==> config.mk <==
export PLATFORM = sky130hd
export DESIGN_NAME = seg3d_decoder
export DESIGN_NICKNAME = d
export VERILOG_FILES = /design/src/rtl/seg3d_pkg.sv /design/src/rtl/seg3d_therm.sv /design/src/rtl/seg3d_cells.sv /design/src/rtl/seg3d_decoder.sv
export SDC_FILE = /design/constraint.sdc
export NUM_CORES = 1
export LEC_CHECK = 0
export BUFFER_PORTS_ARGS = -buffer_cell sky130_fd_sc_hd__buf_4
export CORE_ASPECT_RATIO = 0.6
export CORE_MARGIN = 2
export CORE_UTILIZATION = 44
export DETAILED_ROUTE_END_ITERATION = 8
export PLACE_DENSITY = 0.68
export SLEW_MARGIN = 25
export SYNTH_ARGS = -nofsm -noshare
export SYNTH_HDL_FRONTEND = slang
export SYNTH_SLANG_ARGS = --single-unit
export TNS_END_PERCENT = 20
==> constraint.sdc <==
create_clock -name clk -period 2.75 [get_ports clk]
set_input_delay 0.55 -clock clk [delete_from_list [all_inputs] [get_ports clk]]
set_output_delay 0.55 -clock clk [all_outputs]
set_load 0.05 [all_outputs]
==> src/rtl/seg3d_pkg.sv <==
package seg3d_pkg;
  localparam int GRP_BITS     = 3;
  localparam int GRP_COUNT    = 3;
  localparam int BIN_BITS     = 3;
  localparam int GRP_LEVELS   = 1 << GRP_BITS;
  localparam int GRP_LINES    = GRP_LEVELS - 1;
  localparam int THERM_BITS   = GRP_BITS * GRP_COUNT;
  localparam int CODE_BITS    = THERM_BITS + BIN_BITS;
  localparam int CELL_COUNT   = (1 << THERM_BITS) - 1;
  localparam int PIPE_LATENCY = 3;

  // Decoded lines of one axis: above[k] = value > k, equal[k] = value == k
  typedef struct packed {
    logic [GRP_LINES-1:0]  above;
    logic [GRP_LEVELS-1:0] equal;
  } grpLines_t;
endpackage

==> src/rtl/seg3d_therm.sv <==
module seg3d_therm
  import seg3d_pkg::*;
(
  input  logic                clk,
  input  logic                rstN,
  input  logic [GRP_BITS-1:0] grpVal,
  output grpLines_t           linesQ
);
  grpLines_t linesD;

  // binary-to-thermometer lines
  for (genvar k = 0; k < GRP_LINES; k++) begin : g_above
    assign linesD.above[k] = (grpVal > GRP_BITS'(k));
  end

  // one-hot equality terms derived only from adjacent thermometer lines
  assign linesD.equal[0] = ~linesD.above[0];
  for (genvar k = 1; k < GRP_LINES; k++) begin : g_equal
    assign linesD.equal[k] = linesD.above[k-1] & ~linesD.above[k];
  end
  assign linesD.equal[GRP_LEVELS-1] = linesD.above[GRP_LINES-1];

  always_ff @(posedge clk or negedge rstN) begin
    if (!rstN) linesQ <= '0;
    else       linesQ <= linesD;
  end
endmodule

==> src/rtl/seg3d_cells.sv <==
module seg3d_cells
  import seg3d_pkg::*;
(
  input  logic                  clk,
  input  logic                  rstN,
  input  grpLines_t             colL,
  input  grpLines_t             rowL,
  input  grpLines_t             hgtL,
  output logic [CELL_COUNT-1:0] cellEnQ
);
  logic [GRP_LEVELS-1:0] colGt, rowGt, hgtGt;
  logic [CELL_COUNT-1:0] cellEnD;

  // top level of each axis is never exceeded
  assign colGt = {1'b0, colL.above};
  assign rowGt = {1'b0, rowL.above};
  assign hgtGt = {1'b0, hgtL.above};

  for (genvar idx = 0; idx < CELL_COUNT; idx++) begin : g_cell
    localparam int CX = idx % GRP_LEVELS;
    localparam int RX = (idx / GRP_LEVELS) % GRP_LEVELS;
    localparam int HX = idx / (GRP_LEVELS * GRP_LEVELS);
    assign cellEnD[idx] = hgtGt[HX] |
                          (hgtL.equal[HX] & (rowGt[RX] | (rowL.equal[RX] & colGt[CX])));
  end

  always_ff @(posedge clk or negedge rstN) begin
    if (!rstN) cellEnQ <= '0;
    else       cellEnQ <= cellEnD;
  end
endmodule

==> src/rtl/seg3d_decoder.sv <==
module seg3d_decoder
  import seg3d_pkg::*;
(
  input  logic                  clk,
  input  logic                  rstN,
  input  logic [CODE_BITS-1:0]  inCode,
  output logic [CELL_COUNT-1:0] unaryEn,
  output logic [BIN_BITS-1:0]   binEn
);
  logic [THERM_BITS-1:0] thermQ;
  grpLines_t             axisLines [GRP_COUNT];
  logic [BIN_BITS-1:0]   binPipe   [PIPE_LATENCY];

  // stage 1: capture unary field
  always_ff @(posedge clk or negedge rstN) begin
    if (!rstN) thermQ <= '0;
    else       thermQ <= inCode[CODE_BITS-1:BIN_BITS];
  end

  // stage 2: one decoder per axis (0 column, 1 row, 2 height)
  for (genvar g = 0; g < GRP_COUNT; g++) begin : g_axis
    seg3d_therm u_therm (
      .clk    (clk),
      .rstN   (rstN),
      .grpVal (thermQ[g*GRP_BITS +: GRP_BITS]),
      .linesQ (axisLines[g])
    );
  end

  // stage 3: cell enables
  seg3d_cells u_cells (
    .clk     (clk),
    .rstN    (rstN),
    .colL    (axisLines[0]),
    .rowL    (axisLines[1]),
    .hgtL    (axisLines[2]),
    .cellEnQ (unaryEn)
  );

  // dummy delay line for the binary bits, depth matched to the decode pipe
  always_ff @(posedge clk or negedge rstN) begin
    if (!rstN) begin
      for (int s = 0; s < PIPE_LATENCY; s++) binPipe[s] <= '0;
    end else begin
      binPipe[0] <= inCode[BIN_BITS-1:0];
      for (int s = 1; s < PIPE_LATENCY; s++) binPipe[s] <= binPipe[s-1];
    end
  end

  assign binEn = binPipe[PIPE_LATENCY-1];
endmodule

==> results of run 1 <==
per-layer routing:
metal  routed length (um)  global-route usage  up-vias
met1                26600               0.384     6668
li1                     -                   -     5336
met2                28500               0.409      533
met5                    0                   0        -
met4                 1650              0.0761        0
met3                 4870              0.0665      102
power by group through the flow:
stage | Combinational, mW | Clock [mW] | Sequential, mW
after floorplan | 0.662 | 0 | 10.6
after global placement | 3.26 | 0 | 9.27
after detailed placement | 3.29 | 0 | 9.27
after CTS | 3.30 | 7.62 | 9.12
after global routing | 3.40 | 7.99 | 9.16
final | 3.27 | 7.46 | 9.12
area by class of cell:
class | instances | area [um2]
inverters | 4 | 15.0
repair buffers | 568 | 4470
fillers | 3451 | 17800
clock buffers | 76 | 1510
well taps | 579 | 724
flip-flops and latches | 564 | 14100
clock inverters | 19 | 258
multi-input cells | 591 | 4510
state kept, by name (all words and copies together) (netlist names):
name and count:
binPipe 6, binEn 3, u_cells.cellEnQ 511, thermQ 9
g_axis.u_therm.linesQ 35
layout by cell type, fill, tap and decap left out:
cell type and instances:
dfrtp_1 550, a21o_4 19, or3_1 1, a31o_2 1, clkbuf_16 53, dlygate4sd3_1 1, buf_8 1, buf_4 550
inv_1 4, or3_4 2, clkbuf_8 10, nor2_1 2, a21o_2 25, a21o_1 447, or2_1 1, and3_1 10
clkinv_2 9, dfrtp_4 1, inv_6 2, dfrtp_2 13, or2_2 3, buf_12 16, clkbuf_1 13, and2_1 69
clkinvlp_4 2, o21a_1 3, nor3b_1 8, bufinv_16 6
final timing paths:
check	startpoint	depth (start not counted)	end
max	u_cells.cellEnQ[3]$_DFF_PN0_	1	unaryEn[3]
min	inCode[4]	1	thermQ[1]$_DFF_PN0_
max reg2reg	g_axis[1].u_therm.linesQ[14]$_DFF_PN0_	2	u_cells.cellEnQ[58]$_DFF_PN0_
min reg2reg	binPipe[6]$_DFF_PN0_	0	binPipe[3]$_DFF_PN0_
max in group asynchronous	rstN	4	g_axis[2].u_therm.linesQ[12]$_DFF_PN0_
min in group asynchronous	rstN	2	binEn[2]$_DFF_PN0_
repair_timing:
| action | 4_1_cts | 5_1_grt |
|---|---|---|
| hold buffers | 1 | 0 |
| endpoints found under the hold margin | 42 | 0 |
| resized for setup | 0 | 0 |
per-stage QoR:
step,worst slack (ns),cell area (um2)
6_report,0.916,25600
5_1_grt,0.886,25600
4_1_cts,0.872,25600
3_5_place_dp,1.15,23800
3_3_place_gp,1.15,23800
2_1_floorplan,1.61,19400
cells by family (layout without fill, tap and decap cells):
logic type      Yosys count  count (layout)
compound gates          495             495
buf+inv                 141             667
flops                   564             564
simple gates             96              96
==> results.py, run 1 <==
metrics = {
    "status": {
        "outcome": "finished clean",
    },
    "sta": {
        "finalHoldViolations": 0,
        "layout_min_cycle_time_ns": 1.83,
        "finalSetupViolCount": 0,
        "finalClockSkew_ns": 0.0163,
        "maxSlewViolCount": 0,
        "slew_headroom": 0.354,
        "fin_hold_ws_ns": 0.0860,
        "rsz0062_at_grt": "false",
        "tightest_slew_ns": 0.968,
        "max_freq_ghz": 0.545,
        "fin_crit_sh": 0.667,
        "finalSetupTns_ns": 0,
    },
    "power": {
        "swShare": 0.293,
        "vdd_drop_max_mv": 0.469,
        "leakagePower_nw": 14.0,
        "power_per_cell_area_nw_per_um2": 775,
        "pwr-share-clk": 0.376,
        "netSwitchingPower_mw": 5.81,
        "intPower_mw": 14.0,
        "comb_power_share": 0.165,
        "power.total_mw": 19.9,
        "seq_power_share": 0.459,
    },
    "critical_path": {
        "cp_cell_sequence": "buf_4",
        "cp-start-kind": "flip-flop",
        "end_kind": "output port",
        "cp.arrival_ns": 1.28,
        "r2r_setup_slack_ns": 1.13,
        "critPathBufInv": 1,
        "worst_path_dominant_cell_family": "flip-flops",
        "max_stage_delay_ns": 0.46,
        "critical_path_class": "reg2out",
        "required_ns": 2.20,
        "crit_fanout": 1,
        "cp_slowest_cell": "dfrtp_1",
    },
    "clock_tree": {
        "clkLatencyLatePin_ns": 0.57,
        "cts_tree": "built",
        "postCtsSetupRepairBufs": 0,
        "cts_sinks": 564,
        "cts_made_buffers": 52,
        "clockRootBuffer": "clkbuf_16",
        "clock_path_buffers": 3,
        "h-tree-depth": 2,
        "clk_pin_slew_worst_paths_ns": 0.06,
    },
    "logic_synthesis": {
        "muxShareOfSynthArea": 0,
        "yosysWarnings": 0,
        "synth_fp_nets": 1310,
        "yosysSeqAreaShare": 0.728,
        "synth_edf_count": 0,
        "yosysMostFrequentCell": "dfrtp_1",
        "synthAdderAreaFrac": 0,
        "syn_inst": 1296,
        "synthXorXnorAreaFrac": 0,
        "synth_top_family_by_area": "compound AO/OA/AOI/OAI gates",
        "syn_area_um2": 19400,
        "ys_top_cells_by_count": "dfrtp_1, a21o_1, and2_1, buf_2, clkbuf_1",
        "synth_area_leader_cell": "dfrtp_1",
        "syn_area_per_cell_um2": 15.0,
        "synth_compound_area_frac": 0.201,
        "ys_types": 19,
        "async_reset_ff_frac": 1.00,
        "synthSimpleGateAreaFrac": 0.0318,
        "yosysTopAreaCellShare": 0.728,
        "synth_flop_cell": "dfrtp_1",
        "synth-seq-cells": 564,
        "synthTopCellsByArea": "dfrtp_1, a21o_1, and2_1, buf_2, a21o_4",
    },
    "layout": {
        "fin_cells": 2401,
        "finalNetCount": 1795,
        "layout-drive-gt1-share": 0.391,
        "antenna_cells": 0,
        "postLayoutCoreUtil": 0.590,
        "syn2layout_area_growth_pct": 32.2,
    },
    "detailed_routing": {
        "viasPerCell": 5.26,
        "drc": 0,
        "firstDrtPassIters": 5,
        "drt_wl_total_um": 61700,
        "drt_iter0_drc": 852,
        "antenna_left": 0,
        "vias": 12639,
        "routedWlPerCell_um": 25.7,
    },
    "floorplanning": {
        "rows": 59,
        "io_pins": 528,
        "initial_core_util": 0.447,
        "die_x_um": 275,
        "fp.dieH_um": 167,
        "coreArea_um2": 43400,
        "dieArea_um2": 45800,
    },
    "global_route": {
        "grt_overflow": 0,
        "antenna_found_initial": 0,
        "first_global_vias": 13197,
        "grt_util_all_layers": 0.268,
        "grt_pass1_wl_um": 90300,
        "grt_max_degree": 99,
    },
    "placed_design": {
        "hpwl_um": 40200,
        "dp_cells": 2305,
        "portBuffers": 527,
        "place_congestion": 0.800,
    },
    "job": {
        "max_cap_viol_count": 0,
    },
    "hold_path": {
        "min_path_type": "in2reg",
    },
}
(Power assumes the default switching activity.)
==> run 2: changes to the inputs <==
- PLACE_DENSITY: 0.68 -> 0.71
- clock period: 2.75 -> 1.55 ns (I/O delays scaled with it)
==> run 2 against run 1 <==
- sequential share of layout area is 0.70 points lower
- critical path depth stayed put
- first-iteration DRC count is 21% higher
- count of clock-buffer cells in the layout is 8 lower
- clock power is 72% higher
- die area stayed put
- sequential power is 74% higher
- combinational power is 88% higher
- cell area is 1.3% higher
- power is 76% higher
- via count is 3.2% higher
==> results.py, run 2 (same netlist as run 1, synthesis figures left out) <==
metrics = {
    "placed_design": {
        "portBuffers": 527,
        "place_congestion": 0.818,
        "place_area_um2": 24100,
        "hpwl_um": 41700,
    },
    "sta": {
        "slew_headroom": 0.475,
        "layout_min_cycle_time_ns": 1.51,
        "rsz0062_at_grt": "false",
        "finalSetupViolCount": 0,
        "fin_crit_sh": 0.975,
        "max_freq_ghz": 0.661,
        "finalSetupTns_ns": 0,
        "finalHoldViolations": 0,
        "maxSlewViolCount": 0,
        "finalClockSkew_ns": 0.0301,
        "tightest_slew_ns": 0.787,
    },
    "critical_path": {
        "cp.arrival_ns": 1.20,
        "crit_fanout": 1,
        "max_stage_delay_ns": 0.42,
        "critical_path_class": "reg2out",
        "required_ns": 1.24,
        "cp_slowest_cell": "dfrtp_1",
        "cp-start-kind": "flip-flop",
        "end_kind": "output port",
        "worst_path_dominant_cell_family": "flip-flops",
        "cp_cell_sequence": "buf_4",
        "critPathBufInv": 1,
    },
    "floorplanning": {
        "coreArea_um2": 43400,
        "dieArea_um2": 45800,
        "die_x_um": 275,
        "rows": 59,
        "fp.dieH_um": 167,
        "initial_core_util": 0.447,
        "io_pins": 528,
    },
    "layout": {
        "top_regs": "u_cells.cellEnQ x511, g_axis.u_therm.linesQ x35, thermQ x9",
        "syn2layout_area_growth_pct": 33.9,
        "multiInputGateArea_um2": 4510,
        "top_register": "u_cells.cellEnQ",
        "design_area_um2": 26000,
        "layout_commonest_cell": "buf_4",
        "fill_cells": 3407,
        "finalNetCount": 1840,
        "largest_reg_flops": 511,
        "regArea_um2": 14100,
        "layout-drive-gt1-share": 0.403,
        "mostFrequentLayoutCells": "buf_4, dfrtp_1, a21o_1, and2_1, clkbuf_16",
    },
    "detailed_routing": {
        "firstDrtPassIters": 4,
        "antenna_left": 0,
        "viasPerCell": 5.34,
        "routedWlPerCell_um": 26.2,
        "drt_wl_total_um": 64100,
        "vias": 13045,
        "drc": 0,
        "drt_iter0_drc": 1035,
    },
    "global_route": {
        "grt_pass1_wl_um": 93100,
        "first_global_vias": 13775,
        "grt_util_all_layers": 0.277,
        "grt_max_degree": 76,
        "antenna_found_initial": 2,
        "grt_overflow": 0,
    },
    "power": {
        "vdd_drop_max_mv": 1.06,
        "netSwitchingPower_mw": 10.5,
        "swShare": 0.300,
        "intPower_mw": 24.4,
        "leakagePower_nw": 14.2,
        "power_per_cell_area_nw_per_um2": 1340,
        "pwr-share-clk": 0.367,
        "comb_power_share": 0.176,
        "seq_power_share": 0.457,
    },
    "clock_tree": {
        "cts_sinks": 564,
        "cts_made_buffers": 51,
        "clockRootBuffer": "clkbuf_16",
        "clock_path_buffers": 3,
        "clkLatencyLatePin_ns": 0.59,
        "clk_pin_slew_worst_paths_ns": 0.06,
        "postCtsSetupRepairBufs": 0,
        "cts_tree": "built",
        "h-tree-depth": 2,
    },
    "job": {
        "max_cap_viol_count": 0,
    },
    "status": {
        "outcome": "finished clean",
    },
    "hold_path": {
        "min_path_type": "reg2reg",
    },
}
## run 2: repair_timing
action / 4_1_cts / 5_1_grt
setup endpoints to repair: 3 / 1
gates resized for setup: 5 / 1
hold endpoints to repair: 387 / 0
hold buffers: 13 / 0
## run 2: per-stage QoR
stage          worst slack (ns)  power (mW)  cells  hold slack (ns)  utilization
4_1_cts                 0.00459        35.1   2443            0.354        0.598
3_5_place_dp              0.131        22.4   2339            0.340        0.556
6_report                 0.0381        34.9   2444            0.352        0.598
2_1_floorplan             0.500        19.9   1296           0.0144            -
3_3_place_gp              0.180        22.3   2339            0.332        0.556
5_1_grt                 0.00738        36.1   2444            0.360        0.598
## run 2: layout make-up
cell class	count	area share
Sequential cell	564	0.545
Antenna cell	1	0.0000964
Tap cell	579	0.0279
Multi-Input combinational cell	591	0.174
Clock buffer	68	0.0555
Clock inverter	23	0.00935
Inverter	4	0.000578
Timing Repair Buffer	614	0.188
## run 2: power by group through the flow
stage | sequential (mW) | combinational [mW] | clock (mW)
finish | 15.9 | 6.16 | 12.8
global route | 16.0 | 6.41 | 13.6
CTS | 16.0 | 6.20 | 13.0
detailed placement | 16.2 | 6.15 | 0
global placement | 16.2 | 6.09 | 0
floorplan | 18.8 | 1.18 | 0
## run 2: path summary, 6_finish.rpt
path | from | to | slack [ns] | depth (start not counted)
worst max-delay path | u_cells.cellEnQ[451]$_DFF_PN0_ | unaryEn[451] | 0.04 | 1
worst min-delay path | binPipe[3]$_DFF_PN0_ | binEn[0]$_DFF_PN0_ | 0.35 | 0
worst max register to register | g_axis[1].u_therm.linesQ[14]$_DFF_PN0_ | u_cells.cellEnQ[440]$_DFF_PN0_ | 0.08 | 3
worst min register to register | binPipe[3]$_DFF_PN0_ | binEn[0]$_DFF_PN0_ | 0.35 | 0
max in group asynchronous | rstN | u_cells.cellEnQ[152]$_DFF_PN0_ | 0.56 | 4
min in group asynchronous | rstN | u_cells.cellEnQ[323]$_DFF_PN0_ | 0.44 | 3
## run 2: routing by layer
layer | track usage | wire, um | up-vias
li1 | - | - | 5409
met2 | 0.446 | 30900 | 565
met5 | 0 | 0 | -
met4 | 0.0759 | 1630 | 0
met1 | 0.380 | 26800 | 6976
met3 | 0.0642 | 4750 | 95
